`src/rtl/rrw_pkg.sv`:
```
package rrw_pkg;
  localparam logic [2:0] SEL_BASE   = 3'd0;
  localparam logic [2:0] SEL_WP     = 3'd1;
  localparam logic [2:0] SEL_THRESH = 3'd2;
  localparam logic [2:0] SEL_CTL    = 3'd3;
  localparam logic [2:0] SEL_STS    = 3'd4;
  localparam logic [2:0] SEL_IMM    = 3'd5;

  localparam int CTL_W      = 3;
  localparam int CTL_DMA    = 0;
  localparam int CTL_INT    = 1;
  localparam int STS_IRQ    = 0;
  localparam int WP_RST_BIT = 15;
  localparam int IMM_BUSY   = 0;
  localparam int IMM_VALID  = 1;

  typedef struct packed {
    logic ptrAdvance;
    logic ptrClear;
    logic baseLoad;
    logic secondWord;
  } dp_strobe_t;
endpackage

```
`src/rtl/rrw_datapath.sv`:
```
module rrw_datapath
  import rrw_pkg::*;
#(
  parameter int ADDR_W     = 32,
  parameter int RSP_W      = 32,
  parameter int PTR_W      = 8,
  parameter int CODEC_W    = 4,
  parameter int ALIGN_BITS = 7
) (
  input  logic               clk,
  input  logic               rst_n,
  input  dp_strobe_t         strobe,
  input  logic [ADDR_W-1:0]  cfgWdata,
  input  logic [RSP_W-1:0]   holdData,
  input  logic               holdUnsol,
  input  logic [CODEC_W-1:0] holdCodec,
  output logic [PTR_W-1:0]   ringWp,
  output logic [ADDR_W-1:0]  memWrAddr,
  output logic [RSP_W-1:0]   memWrData
);
  localparam int ENTRY_SHIFT = 3;
  localparam int PAD_W       = ADDR_W - PTR_W - ENTRY_SHIFT;
  localparam int EXT_PAD     = RSP_W - CODEC_W - 1;

  logic [PTR_W-1:0]  wp;
  logic [PTR_W-1:0]  wpNext;
  logic [ADDR_W-1:0] baseReg;
  logic [ADDR_W-1:0] entryAddr;
  logic [ADDR_W-1:0] slotOffset;
  logic [RSP_W-1:0]  extWord;
  logic              unusedLow;

  assign unusedLow  = ^cfgWdata[ALIGN_BITS-1:0];
  assign wpNext     = wp + PTR_W'(1);
  assign slotOffset = {{PAD_W{1'b0}}, wpNext, {ENTRY_SHIFT{1'b0}}};
  assign extWord    = {{EXT_PAD{1'b0}}, holdUnsol, holdCodec};

  always_ff @(posedge clk) begin
    if (!rst_n) begin
      wp        <= '0;
      baseReg   <= '0;
      entryAddr <= '0;
    end else begin
      if (strobe.baseLoad)
        baseReg <= {cfgWdata[ADDR_W-1:ALIGN_BITS], {ALIGN_BITS{1'b0}}};
      if (strobe.ptrAdvance)
        entryAddr <= baseReg + slotOffset;
      if (strobe.ptrClear)
        wp <= '0;
      else if (strobe.ptrAdvance)
        wp <= wpNext;
    end
  end

  always_comb begin
    if (strobe.secondWord) begin
      memWrAddr = entryAddr + ADDR_W'(4);
      memWrData = extWord;
    end else begin
      memWrAddr = entryAddr;
      memWrData = holdData;
    end
  end

  assign ringWp = wp;

  // the pointer only steps forward by one or returns to zero
  a_r2_ptr_step: assert property (@(posedge clk) disable iff (!rst_n)
    (wp != $past(wp)) |-> ((wp == $past(wp) + PTR_W'(1)) || (wp == '0)));
endmodule

```
`src/rtl/rrw_ctrl.sv`:
```
module rrw_ctrl
  import rrw_pkg::*;
#(
  parameter int ADDR_W  = 32,
  parameter int RSP_W   = 32,
  parameter int CODEC_W = 4,
  parameter int CNT_W   = 8
) (
  input  logic               clk,
  input  logic               rst_n,
  input  logic               rspValid,
  output logic               rspReady,
  input  logic [RSP_W-1:0]   rspData,
  input  logic               rspUnsol,
  input  logic [CODEC_W-1:0] rspCodec,
  input  logic               cfgWe,
  input  logic [2:0]         cfgSel,
  input  logic [ADDR_W-1:0]  cfgWdata,
  input  logic               cmdRingEmpty,
  input  logic               memWrAck,
  output logic               memWrValid,
  output dp_strobe_t         strobe,
  output logic [RSP_W-1:0]   holdData,
  output logic               holdUnsol,
  output logic [CODEC_W-1:0] holdCodec,
  output logic [CTL_W-1:0]   ringCtl,
  output logic               rspIntSts,
  output logic               fetchRetrigger,
  output logic [RSP_W-1:0]   immResp,
  output logic               immBusy,
  output logic               immValid,
  output logic [CODEC_W-1:0] immCodec
);
  typedef enum logic [1:0] {ST_IDLE, ST_WORD0, ST_WORD1} wr_state_e;

  wr_state_e        state, stateNext;
  logic             holdValid;
  logic [CNT_W-1:0] thresh, rspCnt, cntInc;
  logic             startEntry, immTake, dropEntry, entryDone;
  logic             hitIrq, setIrq, stsClr;
  logic             wrCtl, wrThresh, wrImm;
  logic             unusedCfg;

  assign unusedCfg = ^cfgWdata;

  always_comb begin
    startEntry = (state == ST_IDLE) && holdValid && !immBusy && ringCtl[CTL_DMA];
    dropEntry  = (state == ST_IDLE) && holdValid && !immBusy && !ringCtl[CTL_DMA];
    immTake    = (state == ST_IDLE) && holdValid && immBusy;
    entryDone  = (state == ST_WORD1) && memWrAck;
    memWrValid = (state != ST_IDLE);
    rspReady   = !holdValid;

    wrCtl    = cfgWe && (cfgSel == SEL_CTL);
    wrThresh = cfgWe && (cfgSel == SEL_THRESH);
    wrImm    = cfgWe && (cfgSel == SEL_IMM);
    stsClr   = cfgWe && (cfgSel == SEL_STS) && cfgWdata[STS_IRQ];

    cntInc = rspCnt + CNT_W'(1);
    hitIrq = (cntInc == thresh) || cmdRingEmpty;
    setIrq = entryDone && hitIrq && ringCtl[CTL_INT];

    strobe.ptrAdvance = startEntry;
    strobe.ptrClear   = cfgWe && (cfgSel == SEL_WP) && cfgWdata[WP_RST_BIT];
    strobe.baseLoad   = cfgWe && (cfgSel == SEL_BASE);
    strobe.secondWord = (state == ST_WORD1);

    stateNext = state;
    case (state)
      ST_IDLE:  if (startEntry) stateNext = ST_WORD0;
      ST_WORD0: if (memWrAck)   stateNext = ST_WORD1;
      ST_WORD1: if (memWrAck)   stateNext = ST_IDLE;
      default:                  stateNext = ST_IDLE;
    endcase
  end

  // input holding register
  always_ff @(posedge clk) begin
    if (!rst_n) begin
      holdValid <= 1'b0;
      holdData  <= '0;
      holdUnsol <= 1'b0;
      holdCodec <= '0;
    end else if (rspValid && rspReady) begin
      holdValid <= 1'b1;
      holdData  <= rspData;
      holdUnsol <= rspUnsol;
      holdCodec <= rspCodec;
    end else if (entryDone || dropEntry || immTake) begin
      holdValid <= 1'b0;
    end
  end

  always_ff @(posedge clk) begin
    if (!rst_n) state <= ST_IDLE;
    else        state <= stateNext;
  end

  // configuration, count and interrupt status
  always_ff @(posedge clk) begin
    if (!rst_n) begin
      thresh         <= '0;
      ringCtl        <= '0;
      rspCnt         <= '0;
      rspIntSts      <= 1'b0;
      fetchRetrigger <= 1'b0;
    end else begin
      fetchRetrigger <= 1'b0;
      if (wrThresh) thresh  <= cfgWdata[CNT_W-1:0];
      if (wrCtl)    ringCtl <= cfgWdata[CTL_W-1:0];
      if (entryDone) rspCnt <= cntInc;
      if (setIrq) begin
        rspIntSts <= 1'b1;
      end else if (stsClr && rspIntSts) begin
        rspIntSts      <= 1'b0;
        rspCnt         <= '0;
        fetchRetrigger <= 1'b1;
      end
    end
  end

  // immediate command response path
  always_ff @(posedge clk) begin
    if (!rst_n) begin
      immResp  <= '0;
      immBusy  <= 1'b0;
      immValid <= 1'b0;
      immCodec <= '0;
    end else if (immTake) begin
      immResp  <= holdData;
      immBusy  <= 1'b0;
      immValid <= 1'b1;
      immCodec <= holdCodec;
    end else if (wrImm) begin
      immBusy <= cfgWdata[IMM_BUSY];
      if (cfgWdata[IMM_VALID]) immValid <= 1'b0;
    end
  end

  // the holding register is occupied for the whole memory write
  a_r11_hold_while_writing: assert property (@(posedge clk) disable iff (!rst_n)
    memWrValid |-> !rspReady);

  // the retrigger pulse follows a falling status bit
  a_r9_retrig_on_fall: assert property (@(posedge clk) disable iff (!rst_n)
    fetchRetrigger |-> $fell(rspIntSts));

  // a new immediate response drops busy in the same step
  a_r5_imm_handoff: assert property (@(posedge clk) disable iff (!rst_n)
    $rose(immValid) |-> $fell(immBusy));
endmodule

```
`src/rtl/rsp_ring_writer.sv`:
```
module rsp_ring_writer
  import rrw_pkg::*;
#(
  parameter int ADDR_W     = 32,
  parameter int RSP_W      = 32,
  parameter int PTR_W      = 8,
  parameter int CODEC_W    = 4,
  parameter int CNT_W      = 8,
  parameter int ALIGN_BITS = 7
) (
  input  logic               clk,
  input  logic               rst_n,
  input  logic               rspValid,
  output logic               rspReady,
  input  logic [RSP_W-1:0]   rspData,
  input  logic               rspUnsol,
  input  logic [CODEC_W-1:0] rspCodec,
  input  logic               cfgWe,
  input  logic [2:0]         cfgSel,
  input  logic [ADDR_W-1:0]  cfgWdata,
  input  logic               cmdRingEmpty,
  output logic               fetchRetrigger,
  output logic               memWrValid,
  input  logic               memWrAck,
  output logic [ADDR_W-1:0]  memWrAddr,
  output logic [RSP_W-1:0]   memWrData,
  output logic [PTR_W-1:0]   ringWp,
  output logic [CTL_W-1:0]   ringCtl,
  output logic               rspIntSts,
  output logic [RSP_W-1:0]   immResp,
  output logic               immBusy,
  output logic               immValid,
  output logic [CODEC_W-1:0] immCodec
);
  dp_strobe_t         strobe;
  logic [RSP_W-1:0]   holdData;
  logic               holdUnsol;
  logic [CODEC_W-1:0] holdCodec;

  rrw_ctrl #(
    .ADDR_W(ADDR_W), .RSP_W(RSP_W), .CODEC_W(CODEC_W), .CNT_W(CNT_W)
  ) u_ctrl (
    .clk(clk), .rst_n(rst_n),
    .rspValid(rspValid), .rspReady(rspReady), .rspData(rspData),
    .rspUnsol(rspUnsol), .rspCodec(rspCodec),
    .cfgWe(cfgWe), .cfgSel(cfgSel), .cfgWdata(cfgWdata),
    .cmdRingEmpty(cmdRingEmpty), .memWrAck(memWrAck), .memWrValid(memWrValid),
    .strobe(strobe), .holdData(holdData), .holdUnsol(holdUnsol), .holdCodec(holdCodec),
    .ringCtl(ringCtl), .rspIntSts(rspIntSts), .fetchRetrigger(fetchRetrigger),
    .immResp(immResp), .immBusy(immBusy), .immValid(immValid), .immCodec(immCodec)
  );

  rrw_datapath #(
    .ADDR_W(ADDR_W), .RSP_W(RSP_W), .PTR_W(PTR_W), .CODEC_W(CODEC_W),
    .ALIGN_BITS(ALIGN_BITS)
  ) u_dp (
    .clk(clk), .rst_n(rst_n), .strobe(strobe), .cfgWdata(cfgWdata),
    .holdData(holdData), .holdUnsol(holdUnsol), .holdCodec(holdCodec),
    .ringWp(ringWp), .memWrAddr(memWrAddr), .memWrData(memWrData)
  );

  // a stalled beat keeps its address and data
  a_r11_beat_stable: assert property (@(posedge clk) disable iff (!rst_n)
    (memWrValid && !memWrAck) |=> (memWrValid && $stable(memWrAddr) && $stable(memWrData)));
endmodule

```
`config.mk`:
```
export PLATFORM = sky130hd
export DESIGN_NAME = rsp_ring_writer
export DESIGN_NICKNAME = d
export VERILOG_FILES = /design/src/rtl/rrw_pkg.sv /design/src/rtl/rrw_datapath.sv /design/src/rtl/rrw_ctrl.sv /design/src/rtl/rsp_ring_writer.sv
export SDC_FILE = /design/constraint.sdc
export NUM_CORES = 1
export LEC_CHECK = 0
export BUFFER_PORTS_ARGS = -buffer_cell sky130_fd_sc_hd__buf_4
export CAP_MARGIN = 20
export CORE_UTILIZATION = 50
export DETAILED_ROUTE_END_ITERATION = 10
export GPL_TIMING_DRIVEN = 0
export PLACE_DENSITY_LB_ADDON = 0.2
export SYNTH_ARGS = -nofsm -noshare
export SYNTH_HDL_FRONTEND = slang
export SYNTH_HIERARCHICAL = 1
export SYNTH_SLANG_ARGS = --single-unit
```
`constraint.sdc`:
```
create_clock -name clk -period 3.29 [get_ports clk]
set_input_delay 0 -clock clk [delete_from_list [all_inputs] [get_ports clk]]
set_output_delay 0 -clock clk [all_outputs]
set_load 0.03 [all_outputs]
```
# Word-level counts from Yosys, hierarchy flattened
# Cells that the tools add are included.
[classes]
addsub = 4
mul = 0
div_mod_pow = 0
order_cmp = 0
eq_ne = 11
shift = 0
n_mux = 17
bitwise = 1
reduce_logical = 36
[op_table]
columns = ["op", "n"]
rows = [
  ["$mux W32", 2],
  ["$add A32 B11 Y32", 1],
  ["$add A32 B3 Y32 const B", 1],
  ["$mux W8", 3],
  ["$logic_and A1 B1 Y1", 18],
  ["$add A8 B1 Y8 const B", 2],
  ["$reduce_bool A2 Y1", 5],
  ["$eq A8 B8 Y1", 1],
  ["$mux W1", 8],
  ["$eq A3 B2 Y1 const B", 2],
  ["$eq A3 B3 Y1 const B", 2],
  ["$mux W2", 3],
  ["$pmux W2 S3", 1],
  ["$reduce_or A2 Y1", 3],
  ["$ne A2 B2 Y1 const B", 2],
  ["$eq A3 B1 Y1 const B", 1],
  ["$logic_not A1 Y1", 3],
  ["$logic_not A3 Y1", 1],
  ["$logic_or A1 B1 Y1", 3],
  ["$reduce_and A3 Y1", 1],
  ["$eq A2 B1 Y1 const B", 1],
  ["$eq A2 B2 Y1 const B", 1],
  ["$logic_not A2 Y1", 1],
  ["$ne A2 B1 Y1 const B", 1],
  ["other kinds (2)", 2],
]
[totals]
regBits = 164
latchBits = 0
ram_bits = 0
romBits = 0
input_bits = 78
out_inout_bits = 117
wordCells = 86
memories = 0

# Longest topological paths before layout
# Gate-level depths: netlist of run 1.
[logic_depth]
depth_word = 8
depth_mapped = 11
mapped_depth_nobuf = 11

# Cells and area by module
# Netlist of run 1, hierarchy kept.
[modules_own_cells]
columns = ["module", "instances", "cells_per_inst", "area_per_inst_um2"]
rows = [
  ["rrw_ctrl", 1, 476, 4067.7],
  ["rrw_datapath", 1, 343, 3078.0],
]

# Worst setup path before layout of run 1
# Ideal clock, no wire load.
[synth_timing]
path_kind = "reg-to-reg"
from = "reg u_dp.wp[0] (netlist: u_dp/ringWp[0])"
to = "reg u_dp.entryAddr[21]"
setup_time_ns = 0.079
t_arrival_ns = 2.689
path_slack_ns = 0.522
stages_incl_launch_ff = 12
synth_period_minus_slack_ns = 2.768
cell_sequence = "dfxtp_1 > ha_1 > nand3_1 > xnor2_1 > ha_1 > inv_1 > fa_1 > nand2b_1 > a211oi_4 > nand2_1 > xor2_1 > a211oi_2"
[synth_via]
elab_chain_len = 2
[synth_rtl]
columns = ["element", "line", "source"]
rows = [
  ["start: declaration", "rrw_datapath.sv:25", "logic [PTR_W-1:0] wp;"],
  ["start signal: assignment", "rrw_datapath.sv:51", "wp <= wpNext;"],
  ["$add A8 B1 Y8", "rrw_datapath.sv:34", "assign wpNext = wp + PTR_W'(1);"],
  ["net u_dp.wpNext[4]", "rrw_datapath.sv:26", "logic [PTR_W-1:0] wpNext;"],
  ["$add A32 B11 Y32", "rrw_datapath.sv:47", "entryAddr <= baseReg + slotOffset;"],
  ["end signal: assignment", "rrw_datapath.sv:47", ""],
  ["end: declaration", "rrw_datapath.sv:28", "logic [ADDR_W-1:0] entryAddr;"],
]
# The timed path passes the listed nets, and every way through them passes these cells.
# A chain may end at the register's enable or synchronous reset.

# Worst setup path after layout of run 1
[layout_timing]
from = "reg u_dp.wp[0] (netlist: u_dp/ringWp[0])"
to = "reg u_dp.entryAddr[13]"
# The elaborated chain is that of the path after synthesis.

==> results by group, run 1 <==
Global routing
  – Total grt overflow: 0
  – Pin count of the biggest net entering global routing: 17
  – First-pass GRT wire length: 31100 um
  – Vias in the first global route: 6289
  – Initial antenna violation count: 0
  – GR Util All Layers: a little over a quarter

Clock tree
  – Worst skew pair latency: between 0.4 and 0.5 ns
  – Hold_buf cts: 71
  – Post-CTS setup buffers: 0
  – CTS tree: done
  – Worst-path clk slew: about 0.06 ns
  – Inserted Clock Buffers: 17
  – Clock sinks: 161
  – H-tree depth: 4
  – Root Driver: clkbuf_16
  – Resize count post-CTS: 0
  – Max Root-Sink Buffers: 2

Finish
  – Final Util: 72.6%
  – Final #Nets: 1187
  – Final Non-Filler Cells: between 1000 and 1500
  – Share of cells above drive strength 1: 22.9%
  – Most common cell after layout, fill and taps aside: buf_4
  – # diodes: 0
  – Reg area: 3220 um2
  – Syn-to-layout area delta: 41.6%
  – Fillers: approximately 1100
  – Multi-input gate area: around 3700 um2
  – Commonest non-fill, non-tap cells in the layout: 196 x buf_4, 170 x nand2_1, 161 x dfxtp_1

Setup path
  – Worst setup SP type: flop
  – Arrival time worst endpoint: around 3.3 ns
  – Worst reg2reg setup slack: about 0.23 ns
  – Worst EP required: 3.57 ns
  – Buf+Inv Stages, Crit Path: 1
  – Critical path's slowest cell: dfxtp_1
  – Worst-path cell chain: ha_1, nand3_1, xnor2_1, ha_1, inv_1, fa_1, nand2b_1, a21oi_2, and3_1, xnor2_1, a21oi_1
  – CP peak stage delay: 0.45 ns
  – Element type at the critical path end: flop
  – Critical path type: reg2reg
  – Worst Path Max Fanout: 6
  – CP top delay family: adder cells

Floorplanning
  – Die area: between 10000 and 15000 um2
  – Core Box Area: around 14000 um2
  – I/O pin count: slightly below 200
  – Horiz. Die Dim: around 120 um
  – Row count: 43
  – Initial Util: 51.3%
  – DIE HEIGHT: about 120 um

Worst hold path
  – Worst min-delay path category: in2reg

Drt
  – DR top layer: met4
  – DR iter-0 viols: 428
  – Routed via count: roughly 6600
  – Metal2 WL: just under 10000 um
  – Post-Route WL: 19800 um
  – Via density: ~5
  – Met3 WL post-DR: 1390 um
  – DRT Pass-1 Iters: 5
  – Post-DRT Antenna Nets: 0
  – Drt wl/cell: around 15 um
  – Met1 WL: between 8000 and 9000 um
  – DRC: 0

Synth
  – Post-Synthesis Cells: 819
  – Sequential area share after synthesis: 45.1%
  – Post-synth cell types: between 50 and 60
  – Syn avg cell area: ~8.7 um2
  – Primary FF master, synth: dfxtp_1
  – Yosys warns: 6
  – Yosys reg bits: 161
  – Async set or reset register ratio after synthesis: 0%
  – Mapped Area: roughly 7100 um2
  – EDFF count, synth: 0

Power and ir drop
  – Design Power: between 4 and 5 mW
  – Max VDD drop: roughly 0.00038 V
  – Leakage: approximately 4.2 nW
  – Pwr dens: ~440 nW/um2

STA
  – Setup_tns: 0 ns
  – Final hold vios: 0
  – Crit path time final: between 3 and 4 ns
  – Hold slack: between 0.01 and 0.015 ns
  – Final Slew Violations: 0
  – RSZ-0062 raised after global routing: no
  – Fmax: ~330 MHz
  – Setup Viol. Count Final: 0
  – Skew final: approximately 0.0079 ns
  – Tcrit/Tclk final: 92.9%
  – Slew HR: 57.1%
  – Slew @ Worst Pin: approximately 0.64 ns

Outcome
  – Status: finished, final reports clean

Placement
  – Post-DP HPWL: ~14000 um
  – Final GP Congestion: just over 0.8
  – Port buffer count: ~190
  – Placed cell count: roughly 1200

Run
  – Max cap viols: 0
per-layer routing:
layer	up-vias	track usage (%)
li1	3297	-
met1	3071	31.7
met2	198	47.8
met3	12	9.13
met4	0	7.25
met5	-	0
where the power goes:
part | total, mW | switching, mW | internal [mW]
clock network | 1.97 | 0.762 | 1.21
logic | 0.439 | 0.217 | 0.222
registers | 2.02 | 0.0319 | 1.99
cells by family (layout without fill, tap and decap cells):
kind of cell               Yosys count  in the layout  synth area share, %
xor gates and xnor gates            48             48                 5.88
other                                1              2               0.0525
buffers and inverters               65            360                 3.80
and+or+nand+nor                    341            341                 22.5
adders and majority gates            7              7                 1.33
DFF                                161            161                 45.1
muxes                               45             45                 6.39
AOI/OAI and AO/OA                  151            151                 14.9
worst min-delay path, stage by stage:
cell and delay (ns):
buf_4 0.13, clkinv_1 0.19, a211oi_2 0.05
worst paths after layout:
path,to,cells after the start,from
setup / recovery,u_dp/entryAddr[13]$_SDFFE_PN0P_,11,u_dp/ringWp[0]$_SDFFE_PP0P_
hold / removal,u_dp/entryAddr[21]$_SDFFE_PN0P_,3,rst_n
setup reg to reg,u_dp/entryAddr[13]$_SDFFE_PN0P_,11,u_dp/ringWp[0]$_SDFFE_PP0P_
hold reg to reg,u_ctrl/immResp[14]$_SDFFE_PN0P_,2,u_ctrl/immResp[14]$_SDFFE_PN0P_
cell usage after synthesis, drive strengths merged (2+ instances only):
library cell	instances	share of area, %
nand2	171	9.0
dfxtp	161	45
a21boi	75	7.9
nor2	59	3.3
clkbuf	43	2.3
nor2b	42	3.7
mux2i	40	5.6
a21oi	31	2.3
xor2	29	3.6
o21ai	27	1.9
xnor2	19	2.3
nand3	16	1.1
nand4	14	1.4
buf	12	1.0
inv	9	0.47
a211oi	7	0.98
and3	6	0.53
ha	6	1.1
and4	5	0.67
mux2	5	0.79
nand2b	5	0.44
nor3	5	0.51
or3	4	0.35
and2	3	0.26
nor3b	3	0.32
o21a	2	0.21
or2	2	0.18
cell type report:
type / count / area share [%]
Buffer: 55 / 2.31
Clock buffer: 21 / 4.45
Clock inverter: 11 / 1.36
Inverter: 10 / 0.371
Multi-Input combinational cell: 594 / 36.1
Sequential cell: 161 / 31.9
Tap cell: 180 / 2.23
Timing Repair Buffer: 263 / 21.3
registers in the layout, summed over array words and instances, names as in the netlist:
| name | count |
|---|---|
| u_ctrl/fetchRetrigger | 1 |
| u_ctrl/holdCodec | 4 |
| u_ctrl/holdData | 32 |
| u_ctrl/holdUnsol | 1 |
| u_ctrl/holdValid | 1 |
| u_ctrl/immBusy | 1 |
| u_ctrl/immCodec | 4 |
| u_ctrl/immResp | 32 |
| u_ctrl/immValid | 1 |
| u_ctrl/ringCtl | 3 |
| u_ctrl/rspCnt | 8 |
| u_ctrl/rspIntSts | 1 |
| u_ctrl/state | 2 |
| u_ctrl/thresh | 8 |
| u_dp/baseReg | 25 |
| u_dp/entryAddr | 29 |
| u_dp/ringWp | 8 |
through the flow:
stage               area (um2)  setup WS [ns]
CTS                      10100          0.230
detailed placement        8820          0.344
global route             10100         0.0683
floorplan                 7150          0.522
global placement          8820          0.373
finish                   10100          0.234
No activity file was read; power rests on OpenSTA's default activity.
==> run 2, diff against run 1 <==
- CELL_PAD_IN_SITES_DETAIL_PLACEMENT: not set -> 0
- CELL_PAD_IN_SITES_GLOBAL_PLACEMENT: not set -> 1
- CORE_UTILIZATION: 50 -> 39
==> results by group, run 2 (same netlist as run 1, synthesis figures left out) <==
Power and ir drop
  – Leakage: 4.22 nW (was 4.17 nW)
  – Pwr dens: 459 nW/um2 (was 438 nW/um2)
  – Max VDD drop: 0.000414 V (was 0.000378 V)

Clock tree
  – Worst-path clk slew: 0.06 ns (about the same)
  – Inserted Clock Buffers: 17 (unchanged)
  – Worst skew pair latency: 0.42 ns (about the same)
  – Root Driver: clkbuf_16 (unchanged)
  – Post-CTS setup buffers: 0 (unchanged)
  – Max Root-Sink Buffers: 2 (unchanged)
  – Resize count post-CTS: 0 (unchanged)
  – CTS tree: done (unchanged)
  – Clock sinks: 161 (unchanged)
  – H-tree depth: 4 (unchanged)

Setup path
  – Worst setup SP type: flop (unchanged)
  – Crit path to: u_dp/entryAddr[21]$_SDFFE_PN0P_ (was u_dp/entryAddr[13]$_SDFFE_PN0P_)
  – Worst-path cell chain: ha_1, nand3_1, xnor2_1, ha_1, inv_1, fa_1, nand2b_1, a211oi_4, nand2_1, xor2_1, a211oi_2 (was ha_1, nand3_1, xnor2_1, ha_1, inv_1, fa_1, nand2b_1, a21oi_2, and3_1, xnor2_1, a21oi_1)
  – Reg2Reg Depth: 11 (unchanged)
  – CP peak stage delay: 0.47 ns (was 0.45 ns)
  – Critical path's slowest cell: dfxtp_1 (unchanged)
  – RR Startpoint: u_dp/ringWp[0]$_SDFFE_PP0P_ (unchanged)
  – Worst reg2reg endpoint: u_dp/entryAddr[21]$_SDFFE_PN0P_ (was u_dp/entryAddr[13]$_SDFFE_PN0P_)
  – Critical path type: reg2reg (unchanged)
  – Worst EP required: 3.63 ns (was 3.57 ns)
  – Crit. Startpoint: u_dp/ringWp[0]$_SDFFE_PP0P_ (unchanged)
  – Worst reg2reg setup slack: 0.29 ns (was 0.23 ns)
  – Worst Path Max Fanout: 6 (unchanged)
  – Arrival time worst endpoint: 3.34 ns (was 3.33 ns)
  – Element type at the critical path end: flop (unchanged)
  – CP dominant cell by count: ha_1

STA
  – Final Slew Violations: 0 (unchanged)
  – Skew final: 0.00931 ns (was 0.00787 ns)
  – Final hold vios: 0 (unchanged)
  – Fmax: 333 MHz (was 327 MHz)
  – Tcrit/Tclk final: 91.3% (was 92.9%)
  – Setup Viol. Count Final: 0 (unchanged)
  – Crit path time final: 3.00 ns (was 3.06 ns)
  – Setup_tns: 0 ns (unchanged)
  – Slew HR: 54.9% (was 57.1%)
  – Slew @ Worst Pin: 0.675 ns (was 0.642 ns)
  – RSZ-0062 raised after global routing: no (unchanged)

Placement
  – Final GP Congestion: 0.821 (was 0.827)
  – Port buffer count: 192 (unchanged)
  – Placed cell count: 1241 (was 1192)
  – Post-DP HPWL: 14400 um (was 13700 um)

Outcome
  – Status: finished, final reports clean (unchanged)

Finish
  – Reg area: 3220 um2 (unchanged)
  – Commonest non-fill, non-tap cells in the layout: 196 x buf_4, 170 x nand2_1, 161 x dfxtp_1 (unchanged)
  – Biggest regs: u_ctrl/holdData x32, u_ctrl/immResp x32, u_dp/entryAddr x29 (unchanged)
  – Fillers: 1718 (was 1070)
  – # diodes: 0 (unchanged)
  – Most common cell after layout, fill and taps aside: buf_4 (unchanged)
  – Final Non-Filler Cells: 1345 (was 1295)
  – Multi-input gate area: 3650 um2 (unchanged)
  – Final #Nets: 1188 (was 1187)
  – Syn-to-layout area delta: 43.8% (was 41.6%)
  – Share of cells above drive strength 1: 23.0% (was 22.9%)

Floorplanning
  – Horiz. Die Dim: 137 um (was 122 um)
  – I/O pin count: 195 (unchanged)
  – Initial Util: 39.8% (was 51.3%)
  – Core Box Area: 18000 um2 (was 13900 um2)
  – Row count: 49 (was 43)
  – DIE HEIGHT: 137 um (was 122 um)
  – Die area: 18900 um2 (was 14800 um2)

Drt
  – DR iter-0 viols: 241 (was 428)
  – DRT Pass-1 Iters: 4 (was 5)
  – Drt wl/cell: 14.8 um (was 15.3 um)
  – Routed via count: 6320 (was 6578)
  – Via density: 4.70 (was 5.08)
  – Post-Route WL: 19900 um (was 19800 um)
  – DRC: 0 (unchanged)
  – Post-DRT Antenna Nets: 0 (unchanged)

Global routing
  – Vias in the first global route: 6079 (was 6289)
  – Pin count of the biggest net entering global routing: 17 (unchanged)
  – First-pass GRT wire length: 31200 um (was 31100 um)
  – Initial antenna violation count: 0 (unchanged)
  – Total grt overflow: 0 (unchanged)
  – GR Util All Layers: 21.7% (was 27.3%)

Run
  – Max cap viols: 0 (unchanged)

Worst hold path
  – Worst min-delay path category: in2reg (unchanged)
## run 2: critical path: cells and delay by family (launching register included)
| kind | cells | cell delay [ns] |
|---|---|---|
| xor+xnor | 2 | 0.37 |
| compound gates | 2 | 0.58 |
| simple gates | 3 | 0.47 |
| flops | 1 | 0.47 |
| buf+inv | 1 | 0.07 |
| fa+ha+maj | 3 | 0.98 |
## run 2: power breakdown
group / leakage, nW / internal (mW) / switching, mW
logic: 2.59 / 0.222 / 0.213
clock network: 0.328 / 1.45 / 0.808
registers: 1.30 / 1.99 / 0.0316
total: 4.22 / 3.66 / 1.05
## run 2: area by class of cell
type	instances	area share (%)
repair buffers	264	21.0
clock buffers	19	4.31
multi-input cells	594	35.6
inverters	10	0.365
flip-flops and latches	161	31.4
plain buffers	55	2.28
clock inverters	13	2.27
well taps	229	2.79
## run 2: timing repair
item / CTS / global route
setup endpoints to repair: 0 / 0
hold buffers: 72 / 0
hold endpoints to repair: 86 / 0
## run 2: metal layers
| layer | track usage, % | wire length (um) |
|---|---|---|
| met3 | 6.77 | 1170 |
| met2 | 36.8 | 9610 |
| met5 | 0 | 0 |
| met1 | 26.3 | 8840 |
| met4 | 6.41 | 223 |
## run 2: through the flow
step,worst slack (ns),total power [mW],util (%),hold WS [ns],area [um2]
2_1_floorplan,0.522,2.26,-,0.135,7150
3_3_place_gp,0.352,2.43,49.4,0.235,8880
3_5_place_dp,0.324,2.43,49.4,0.242,8880
4_1_cts,0.292,4.76,57.2,0.00607,10300
5_1_grt,0.0293,4.90,57.2,0.0216,10300
6_report,0.285,4.71,57.2,0.0106,10300
## run 2: worst min-delay path by stage
stage | cells after the start | startpoint | endpoint
6_report | 3 | rst_n | u_dp/entryAddr[21]$_SDFFE_PN0P_
5_1_grt | 3 | rst_n | u_dp/entryAddr[8]$_SDFFE_PN0P_
4_1_cts | 3 | rst_n | u_dp/entryAddr[21]$_SDFFE_PN0P_
3_5_place_dp | 3 | cfgWdata[26] | u_dp/baseReg[26]$_SDFFE_PN0P_
3_3_place_gp | 3 | cfgWdata[26] | u_dp/baseReg[26]$_SDFFE_PN0P_
2_1_floorplan | 2 | rspUnsol | u_ctrl/holdUnsol$_SDFFE_PN0P_
